### src/rtl/scbus_pkg.sv
package scbus_pkg;
  localparam int WORD_W = 10;
  localparam int ID_W   = 5;
  localparam int BYTE_W = 8;
  localparam int DATA_W = 2 * BYTE_W;
  localparam int PAD_W  = WORD_W - BYTE_W;

  typedef enum int {
    S_IDLE = 0, S_COUNT, S_ADDR, S_RDNUM, S_WRHI, S_WRLO, S_SKIP,
    S_RDREQ, S_RDWAIT, S_RDLAT, S_TX
  } stateIdx_e;
  localparam int NUM_ST = 11;

  typedef struct packed {
    logic latchHdr;
    logic loadCnt;
    logic consume;
    logic loadAddr;
    logic latchHi;
    logic doWrite;
    logic loadRegs;
    logic doRead;
    logic txLoad;
    logic setIrq;
    logic clrIrq;
    logic inFrame;
  } ctrlStrobe_t;

  typedef struct packed {
    logic wordValid;
    logic lastWord;
    logic cntZero;
    logic cntTwo;
    logic hdrMine;
    logic hdrRead;
    logic hdrBad;
    logic regsDone;
    logic txDone;
    logic timeout;
  } dpStatus_t;
endpackage

### src/rtl/scbus_datapath.sv
module scbus_datapath
  import scbus_pkg::*;
#(
  parameter int IDLE_LIMIT = 64,
  parameter int UP_HALF    = 12
) (
  input  logic                clk,
  input  logic                rstN,
  input  logic [ID_W-1:0]     slaveId,
  input  logic                dnClk,
  input  logic                dnData,
  input  ctrlStrobe_t         strobe,
  output dpStatus_t           status,
  output logic                upClk,
  output logic                upData,
  output logic                irq,
  output logic [BYTE_W-1:0]   busAddr,
  output logic [DATA_W-1:0]   busWrData,
  output logic                busWr,
  output logic                busRd,
  input  logic [DATA_W-1:0]   busRdData
);
  localparam int IDLE_W  = $clog2(IDLE_LIMIT + 2);
  localparam int BIT_W   = $clog2(WORD_W + 1);
  localparam int HALF_W  = $clog2(UP_HALF + 1);
  localparam int TX_BITS = 2 * WORD_W;
  localparam int TXC_W   = $clog2(TX_BITS + 1);

  // link synchronisers
  logic [2:0] clkSync;
  logic [1:0] dataSync;
  logic       linkRise;

  always_ff @(posedge clk) begin
    if (!rstN) begin
      clkSync  <= '0;
      dataSync <= '0;
    end else begin
      clkSync  <= {clkSync[1:0], dnClk};
      dataSync <= {dataSync[0], dnData};
    end
  end
  assign linkRise = clkSync[1] & ~clkSync[2];

  // word receiver and stall detector
  logic [WORD_W-1:0] shiftReg;
  logic [WORD_W-1:0] rxWord;
  logic [BIT_W-1:0]  bitCnt;
  logic [IDLE_W-1:0] idleCnt;
  logic              wordValid;
  logic              timeoutHit;

  assign timeoutHit = (idleCnt == IDLE_W'(IDLE_LIMIT)) && ((bitCnt != '0) || strobe.inFrame);

  always_ff @(posedge clk) begin
    if (!rstN) begin
      shiftReg  <= '0;
      rxWord    <= '0;
      bitCnt    <= '0;
      idleCnt   <= IDLE_W'(IDLE_LIMIT + 1);
      wordValid <= 1'b0;
    end else begin
      wordValid <= 1'b0;
      if (linkRise) begin
        shiftReg <= {shiftReg[WORD_W-2:0], dataSync[1]};
        idleCnt  <= '0;
        if (bitCnt == BIT_W'(WORD_W - 1)) begin
          bitCnt    <= '0;
          wordValid <= 1'b1;
          rxWord    <= {shiftReg[WORD_W-2:0], dataSync[1]};
        end else begin
          bitCnt <= bitCnt + 1'b1;
        end
      end else begin
        if (idleCnt != IDLE_W'(IDLE_LIMIT + 1)) idleCnt <= idleCnt + 1'b1;
        if (timeoutHit) bitCnt <= '0;
      end
    end
  end

  // header and frame bookkeeping
  logic              hdrMine, hdrRead, hdrBad;
  logic [BYTE_W-1:0] remCnt;
  logic [BYTE_W-1:0] regsLeft;
  logic [BYTE_W-1:0] addrReg;
  logic [BYTE_W-1:0] hiByte;
  logic [DATA_W-1:0] wrDataReg;
  logic              busWrReg, busRdReg;

  always_ff @(posedge clk) begin
    if (!rstN) begin
      hdrMine   <= 1'b0;
      hdrRead   <= 1'b0;
      hdrBad    <= 1'b0;
      remCnt    <= '0;
      regsLeft  <= '0;
      addrReg   <= '0;
      hiByte    <= '0;
      wrDataReg <= '0;
      busWrReg  <= 1'b0;
      busRdReg  <= 1'b0;
    end else begin
      if (strobe.latchHdr) begin
        hdrMine <= (rxWord[WORD_W-1 -: ID_W] == slaveId);
        hdrRead <= rxWord[WORD_W-ID_W-1];
        hdrBad  <= |rxWord[WORD_W-ID_W-2:0];
      end
      if (strobe.loadCnt)      remCnt <= rxWord[BYTE_W-1:0];
      else if (strobe.consume) remCnt <= remCnt - 1'b1;

      if (strobe.loadRegs)    regsLeft <= rxWord[BYTE_W-1:0];
      else if (strobe.txLoad) regsLeft <= regsLeft - 1'b1;

      if (strobe.loadAddr)          addrReg <= rxWord[BYTE_W-1:0];
      else if (busWrReg || busRdReg) addrReg <= addrReg + 1'b1;

      if (strobe.latchHi) hiByte <= rxWord[BYTE_W-1:0];
      if (strobe.doWrite) wrDataReg <= {hiByte, rxWord[BYTE_W-1:0]};
      busWrReg <= strobe.doWrite;
      busRdReg <= strobe.doRead;
    end
  end

  // upstream shifter with its own gated clock
  logic [TX_BITS-1:0] txShift;
  logic [TXC_W-1:0]   txLeft;
  logic [HALF_W-1:0]  halfCnt;
  logic               upClkReg, txBusy, txDone;

  always_ff @(posedge clk) begin
    if (!rstN) begin
      txShift  <= '0;
      txLeft   <= '0;
      halfCnt  <= '0;
      upClkReg <= 1'b0;
      txBusy   <= 1'b0;
      txDone   <= 1'b0;
    end else begin
      txDone <= 1'b0;
      if (strobe.txLoad) begin
        txShift  <= {{PAD_W{1'b0}}, busRdData[DATA_W-1 -: BYTE_W],
                     {PAD_W{1'b0}}, busRdData[BYTE_W-1:0]};
        txLeft   <= TXC_W'(TX_BITS);
        halfCnt  <= '0;
        upClkReg <= 1'b0;
        txBusy   <= 1'b1;
      end else if (txBusy) begin
        if (halfCnt == HALF_W'(UP_HALF - 1)) begin
          halfCnt  <= '0;
          upClkReg <= ~upClkReg;
          if (upClkReg) begin
            txShift <= {txShift[TX_BITS-2:0], 1'b0};
            txLeft  <= txLeft - 1'b1;
            if (txLeft == TXC_W'(1)) begin
              txBusy <= 1'b0;
              txDone <= 1'b1;
            end
          end
        end else begin
          halfCnt <= halfCnt + 1'b1;
        end
      end
    end
  end

  // interrupt level, set wins over clear
  logic irqReg;
  always_ff @(posedge clk) begin
    if (!rstN)              irqReg <= 1'b0;
    else if (strobe.setIrq) irqReg <= 1'b1;
    else if (strobe.clrIrq) irqReg <= 1'b0;
  end

  assign status.wordValid = wordValid;
  assign status.lastWord  = (remCnt == BYTE_W'(1));
  assign status.cntZero   = (rxWord[BYTE_W-1:0] == '0);
  assign status.cntTwo    = (rxWord[BYTE_W-1:0] == BYTE_W'(2));
  assign status.hdrMine   = hdrMine;
  assign status.hdrRead   = hdrRead;
  assign status.hdrBad    = hdrBad;
  assign status.regsDone  = (regsLeft == '0);
  assign status.txDone    = txDone;
  assign status.timeout   = timeoutHit;

  assign upClk     = upClkReg;
  assign upData    = txBusy & txShift[TX_BITS-1];
  assign irq       = irqReg;
  assign busAddr   = addrReg;
  assign busWrData = wrDataReg;
  assign busWr     = busWrReg;
  assign busRd     = busRdReg;
endmodule

### src/rtl/scbus_ctrl.sv
module scbus_ctrl
  import scbus_pkg::*;
(
  input  logic        clk,
  input  logic        rstN,
  input  dpStatus_t   status,
  output ctrlStrobe_t strobe
);
  localparam logic [NUM_ST-1:0] IDLE_VEC = NUM_ST'(1) << S_IDLE;

  // three copies of the one-hot state, majority-voted
  logic [NUM_ST-1:0] stA, stB, stC;
  logic [NUM_ST-1:0] voted, nxt;

  assign voted = (stA & stB) | (stB & stC) | (stA & stC);

  always_ff @(posedge clk) begin
    if (!rstN) begin
      stA <= IDLE_VEC;
      stB <= IDLE_VEC;
      stC <= IDLE_VEC;
    end else begin
      stA <= nxt;
      stB <= nxt;
      stC <= nxt;
    end
  end

  always_comb begin
    nxt    = '0;
    strobe = '0;
    strobe.inFrame = voted[S_COUNT] | voted[S_ADDR] | voted[S_RDNUM] |
                     voted[S_WRHI]  | voted[S_WRLO] | voted[S_SKIP];

    if (status.timeout && (voted[S_IDLE] || strobe.inFrame)) begin
      strobe.setIrq = 1'b1;
      nxt[S_IDLE]   = 1'b1;
    end else if (voted[S_IDLE]) begin
      if (status.wordValid) begin
        strobe.latchHdr = 1'b1;
        nxt[S_COUNT]    = 1'b1;
      end else begin
        nxt[S_IDLE] = 1'b1;
      end
    end else if (voted[S_COUNT]) begin
      if (!status.wordValid) begin
        nxt[S_COUNT] = 1'b1;
      end else begin
        strobe.loadCnt = 1'b1;
        if (!status.hdrMine) begin
          if (status.cntZero) nxt[S_IDLE] = 1'b1;
          else                nxt[S_SKIP] = 1'b1;
        end else if (status.hdrBad || (status.hdrRead && !status.cntTwo)) begin
          strobe.setIrq = 1'b1;
          if (status.cntZero) nxt[S_IDLE] = 1'b1;
          else                nxt[S_SKIP] = 1'b1;
        end else if (status.cntZero) begin
          strobe.clrIrq = 1'b1;
          nxt[S_IDLE]   = 1'b1;
        end else begin
          nxt[S_ADDR] = 1'b1;
        end
      end
    end else if (voted[S_ADDR]) begin
      if (!status.wordValid) begin
        nxt[S_ADDR] = 1'b1;
      end else begin
        strobe.consume  = 1'b1;
        strobe.loadAddr = 1'b1;
        if (status.lastWord) begin
          strobe.clrIrq = 1'b1;
          nxt[S_IDLE]   = 1'b1;
        end else if (status.hdrRead) begin
          nxt[S_RDNUM] = 1'b1;
        end else begin
          nxt[S_WRHI] = 1'b1;
        end
      end
    end else if (voted[S_RDNUM]) begin
      if (!status.wordValid) begin
        nxt[S_RDNUM] = 1'b1;
      end else begin
        strobe.consume  = 1'b1;
        strobe.loadRegs = 1'b1;
        if (status.cntZero) begin
          strobe.clrIrq = 1'b1;
          nxt[S_IDLE]   = 1'b1;
        end else begin
          nxt[S_RDREQ] = 1'b1;
        end
      end
    end else if (voted[S_WRHI]) begin
      if (!status.wordValid) begin
        nxt[S_WRHI] = 1'b1;
      end else begin
        strobe.consume = 1'b1;
        strobe.latchHi = 1'b1;
        if (status.lastWord) begin
          strobe.clrIrq = 1'b1;
          nxt[S_IDLE]   = 1'b1;
        end else begin
          nxt[S_WRLO] = 1'b1;
        end
      end
    end else if (voted[S_WRLO]) begin
      if (!status.wordValid) begin
        nxt[S_WRLO] = 1'b1;
      end else begin
        strobe.consume = 1'b1;
        strobe.doWrite = 1'b1;
        if (status.lastWord) begin
          strobe.clrIrq = 1'b1;
          nxt[S_IDLE]   = 1'b1;
        end else begin
          nxt[S_WRHI] = 1'b1;
        end
      end
    end else if (voted[S_SKIP]) begin
      if (!status.wordValid) begin
        nxt[S_SKIP] = 1'b1;
      end else begin
        strobe.consume = 1'b1;
        if (status.lastWord) nxt[S_IDLE] = 1'b1;
        else                 nxt[S_SKIP] = 1'b1;
      end
    end else if (voted[S_RDREQ]) begin
      strobe.doRead = 1'b1;
      nxt[S_RDWAIT] = 1'b1;
    end else if (voted[S_RDWAIT]) begin
      nxt[S_RDLAT] = 1'b1;
    end else if (voted[S_RDLAT]) begin
      strobe.txLoad = 1'b1;
      nxt[S_TX]     = 1'b1;
    end else if (voted[S_TX]) begin
      if (!status.txDone) begin
        nxt[S_TX] = 1'b1;
      end else if (status.regsDone) begin
        strobe.clrIrq = 1'b1;
        nxt[S_IDLE]   = 1'b1;
      end else begin
        nxt[S_RDREQ] = 1'b1;
      end
    end else begin
      nxt[S_IDLE] = 1'b1;
    end
  end
endmodule

### src/rtl/scbus_slave.sv
module scbus_slave
  import scbus_pkg::*;
#(
  parameter int IDLE_LIMIT = 64,
  parameter int UP_HALF    = 12
) (
  input  logic              clk,
  input  logic              rstN,
  input  logic [ID_W-1:0]   slaveId,
  input  logic              dnClk,
  input  logic              dnData,
  output logic              upClk,
  output logic              upData,
  output logic              irq,
  output logic [BYTE_W-1:0] busAddr,
  output logic [DATA_W-1:0] busWrData,
  output logic              busWr,
  output logic              busRd,
  input  logic [DATA_W-1:0] busRdData
);
  ctrlStrobe_t strobe;
  dpStatus_t   status;

  scbus_ctrl u_ctrl (
    .clk    (clk),
    .rstN   (rstN),
    .status (status),
    .strobe (strobe)
  );

  scbus_datapath #(
    .IDLE_LIMIT (IDLE_LIMIT),
    .UP_HALF    (UP_HALF)
  ) u_dp (
    .clk       (clk),
    .rstN      (rstN),
    .slaveId   (slaveId),
    .dnClk     (dnClk),
    .dnData    (dnData),
    .strobe    (strobe),
    .status    (status),
    .upClk     (upClk),
    .upData    (upData),
    .irq       (irq),
    .busAddr   (busAddr),
    .busWrData (busWrData),
    .busWr     (busWr),
    .busRd     (busRd),
    .busRdData (busRdData)
  );
endmodule

### config.mk
export PLATFORM = sky130hd
export DESIGN_NAME = scbus_slave
export DESIGN_NICKNAME = d
export VERILOG_FILES = /design/src/rtl/scbus_pkg.sv /design/src/rtl/scbus_datapath.sv /design/src/rtl/scbus_ctrl.sv /design/src/rtl/scbus_slave.sv
export SDC_FILE = /design/constraint.sdc
export NUM_CORES = 1
export LEC_CHECK = 0
export ABC_AREA = 1
export BUFFER_PORTS_ARGS = -buffer_cell sky130_fd_sc_hd__buf_2
export CAP_MARGIN = 10
export CORE_UTILIZATION = 40
export CTS_BUF_LIST = sky130_fd_sc_hd__clkbuf_8
export DETAILED_ROUTE_END_ITERATION = 12
export HOLD_SLACK_MARGIN = 0.08
export PLACE_DENSITY = 0.68
export SETUP_SLACK_MARGIN = 0.05
export SLEW_MARGIN = 10
export SYNTH_ARGS = -nofsm -noshare
export SYNTH_HDL_FRONTEND = slang
export SYNTH_HIERARCHICAL = 1
export SYNTH_SLANG_ARGS = --single-unit
### constraint.sdc
create_clock -name clk -period 3 [get_ports clk]
set_clock_uncertainty 0.15 [all_clocks]
set_input_delay 0.9 -clock clk [delete_from_list [all_inputs] [get_ports clk]]
set_output_delay 0.9 -clock clk [all_outputs]
set_load 0.01 [all_outputs]
==> impl_metrics.sql <==
INSERT INTO impl_metrics (metric_group, metric, value, unit) VALUES
('routing', 'drt_first_iter_violations', '410', ''),
('worst_setup_path', 'regToRegSetupSlack', '300', 'ps'),
('finish', 'leading_cell_types_in_the_layout_fill_and_taps_excluded', 'nand2_1 (149), dfxtp_1 (133), inv_1 (112)', ''),
('sta', 'slew_violations', '0', ''),
('clocking', 'clockRootBuffer', 'clkbuf_8', ''),
('clocking', 'clkLatencyLatePin', '460', 'ps'),
('global_routing', 'track_usage', '0.184', ''),
('yosys', 'yosys_warnings', '6', ''),
('finish', 'layout.cells.non_filler', '1134', ''),
('finish', 'nets', '949', ''),
('yosys', 'syn_area', '6300', 'sq um'),
('yosys', 'yosysSeqAreaShare', '0.423', ''),
('hold_path', 'path_type_of_the_worst_min_delay_path', 'flip-flop to flip-flop', ''),
('global_routing', 'vias_in_the_first_global_route', '5026', ''),
('place', 'numPlacedInstances', '1102', ''),
('run', 'drv_cap', '0', ''),
('routing', 'drc', '0', ''),
('pwr', 'peak_vdd_ir', '293', 'uV'),
('routing', 'antenna_left', '0', ''),
('routing', 'first_pass_iters', '5', ''),
('floorplan', 'core-area', '15300', 'sq um'),
('sta', 'rsz0062_at_grt', 'false', ''),
('pwr', 'cellLeakagePower', '0.00309', 'uW'),
('sta', 'hold_fails_final_rpt', '0', ''),
('floorplan', 'start_util', '0.413', ''),
('yosys', 'synth_enable_flop_cells', '0', ''),
('place', 'globalplace.congestion', '0.948', ''),
('worst_setup_path', 'path_class', 'flip-flop to flip-flop', ''),
('place', 'port_buffers', '53', ''),
('clocking', 'cts.sinks', '133', ''),
('floorplan', 'num_rows', '45', ''),
('pwr', 'power_density', '477', 'nW/um^2'),
('clocking', 'holdBufCountCts', '0', ''),
('yosys', 'mapped_nets', '897', ''),
('clocking', 'cts.path.max_buffers', '2', ''),
('yosys', 'post_synth_arst_share', '0', ''),
('clocking', 'cts_setup_buffers', '0', ''),
('worst_setup_path', 'end_kind', 'flip-flop', ''),
('finish', 'syn_to_final_growth', '13.2', '%'),
('sta', 'layout_worst_path_cycle_share', '0.900', ''),
('floorplan', 'floorplan.die_area', '16300', 'sq um'),
('yosys', 'ys_dominant_reg_cell', 'dfxtp_1', ''),
('routing', 'wl_per_cell', '12.5', 'microns'),
('clocking', 'clk_pin_slew_worst_paths', '90', 'ps'),
('yosys', 'synth_cells', '858', ''),
('worst_setup_path', 'cp_max_fo', '11', ''),
('worst_setup_path', 'critPathRequiredTime', '3200', 'ps'),
('floorplan', 'die_span_in_y', '127', 'microns'),
('clocking', 'tritoncts', 'yes', ''),
('global_routing', 'wire_length_of_the_first_global_routing_pass', '23.6', 'mm'),
('routing', 'drt-total-wl', '14.2', 'mm'),
('run_status', 'run_status', 'complete, no violations', ''),
('worst_setup_path', 'cp_data_arrival_time', '2900', 'ps'),
('routing', 'routed_via_density', '4.91', ''),
('clocking', 'postCtsResizedCells', '0', ''),
('yosys', 'mean_cell_area_of_the_mapped_netlist', '7.34', 'sq um'),
('clocking', 'ctsHtreeMaxLevel', '4', ''),
('sta', 'worst_slew_pin_slew', '451', 'ps'),
('worst_setup_path', 'worstSetupStartpointType', 'flip-flop', ''),
('global_routing', 'number_of_antenna_violations_at_the_first_check_in_global_routing', '0', ''),
('yosys', 'yosys_register_bits', '133', ''),
('yosys', 'synth.distinct_cells', '40', ''),
('global_routing', 'grt_max_degree', '42', ''),
('floorplan', 'floorplan.io_pins', '54', ''),
('finish', 'final_layout_size_suffix_gt1_frac', '0.157', ''),
('finish', 'insertedDiodeCount', '0', ''),
('global_routing', 'gr-total-overflow', '0', ''),
('floorplan', 'fp.dieW', '127', 'microns'),
('sta', 'finalWorstPathRequiredPeriod', '2700', 'ps'),
('routing', 'dr_total_vias', '5567', ''),
('sta', 'max_slew_margin_vs_limit', '0.698', ''),
('finish', 'final_common_cell', 'nand2_1', ''),
('sta', 'setup_total_negative_slack', '0', 'ps'),
('clocking', 'cts_made_buffers', '17', ''),
('sta', 'fmax', '371', 'MHz'),
('sta', 'fin_hold_ws', '268', 'ps'),
('place', 'place.detailed.hpwl', '9.72', 'mm'),
('sta', 'timing.final.setup_violations', '0', '');
cell type report:
| cell class | instances | area (sq um) |
|---|---|---|
| fillers | 1563 | 8130 |
| repair buffers | 67 | 370 |
| clock buffers | 18 | 248 |
| flip-flops and latches | 133 | 2660 |
| well taps | 211 | 264 |
| clock inverters | 14 | 128 |
| inverters | 117 | 442 |
| multi-input cells | 574 | 3010 |
routing by layer:
layer  routed length, microns  share of wire  GRT usage
met1                     6730           0.48      0.234
met5                        0              0          0
met2                     6340           0.45      0.294
met4                      262          0.019     0.0728
met3                      818          0.058     0.0523
critical path, stage by stage (launching register included):
cell and delay [ps]:
dfxtp_1 360, nor2_4 140, nand3_4 120, inv_2 80, nand2_1 50, nor2_1 90
nand3_1 80, nand3_1 150, inv_1 110, nand2_4 100, nand3_2 110, nor3_1 270
buf_4 220, inv_1 160, nor2_1 140, nor2_1 60, o21ai_0 140, a21oi_1 50
sequential cells by signal (all words and copies together), names as in the netlist, 8 cells and up:
name	flops
u_ctrl/stC	11
u_dp/busAddr	8
u_dp/busWrData	16
u_dp/hiByte	8
u_dp/regsLeft	8
u_dp/remCnt	8
u_dp/rxWord	10
u_dp/shiftReg	9
u_dp/txShift	20
cell families after synthesis:
kind of cell / Yosys count / synth area share
AOI/OAI and AO/OA: 177 / 0.152
xor gates and xnor gates: 16 / 0.0222
adders and majority gates: 14 / 0.0278
buffers and inverters: 151 / 0.103
DFF: 133 / 0.423
and+or+nand+nor: 367 / 0.272
through the flow:
| step | util | total power [uW] | instance area (sq um) | setup WS (ps) |
|---|---|---|---|---|
| finish | 0.467 | 3400 | 7130 | 301 |
| global route | 0.467 | 3550 | 7130 | 85.6 |
| CTS | 0.467 | 3440 | 7120 | 271 |
| detailed placement | 0.442 | 2010 | 6740 | 308 |
| global placement | 0.442 | 2010 | 6740 | 371 |
| floorplan | - | 1970 | 6300 | 538 |
cell usage after synthesis, types with 2 or more instances:
cell	n	area [sq um]
a21oi_1	58	290
nor2_4	8	90.1
nand3_2	4	40.0
clkbuf_1	11	41.3
a22oi_1	6	45.0
a21oi_2	3	26.3
nand3_1	62	310
nor3_1	21	105
o22ai_1	9	56.3
nor2_1	93	349
a31oi_1	21	131
buf_2	8	40.0
inv_2	5	18.8
nand2_4	3	33.8
o21ai_0	76	380
nand4_1	7	43.8
ha_1	14	175
or2_2	3	18.8
buf_4	8	60.1
nor2_8	2	40.0
xnor2_1	3	26.3
buf_6	5	56.3
inv_1	110	413
nand2_2	7	43.8
nand2_1	149	559
dfxtp_1	133	2660
nor2_2	3	18.8
xor2_1	13	114
buf_1	2	7.51
power breakdown:
group / switching, uW / internal (uW) / total [uW]
Combinational: 101 / 63.9 / 165
Clock: 750 / 683 / 1430
Sequential: 21.1 / 1780 / 1810
Total: 872 / 2530 / 3400
final timing paths:
check	startpoint	endpoint	depth (start not counted)
max	u_ctrl/stC[4]$_SDFF_PP0_	u_dp/busAddr[2]$_SDFFE_PN0P_	17
min	u_dp/clkSync[0]$_SDFF_PN0_	u_dp/clkSync[1]$_SDFF_PN0_	2
max reg2reg	u_ctrl/stC[4]$_SDFF_PP0_	u_dp/busAddr[2]$_SDFFE_PN0P_	17
min reg2reg	u_dp/clkSync[0]$_SDFF_PN0_	u_dp/clkSync[1]$_SDFF_PN0_	2
Note: power is estimated with default switching activity, not from simulation.
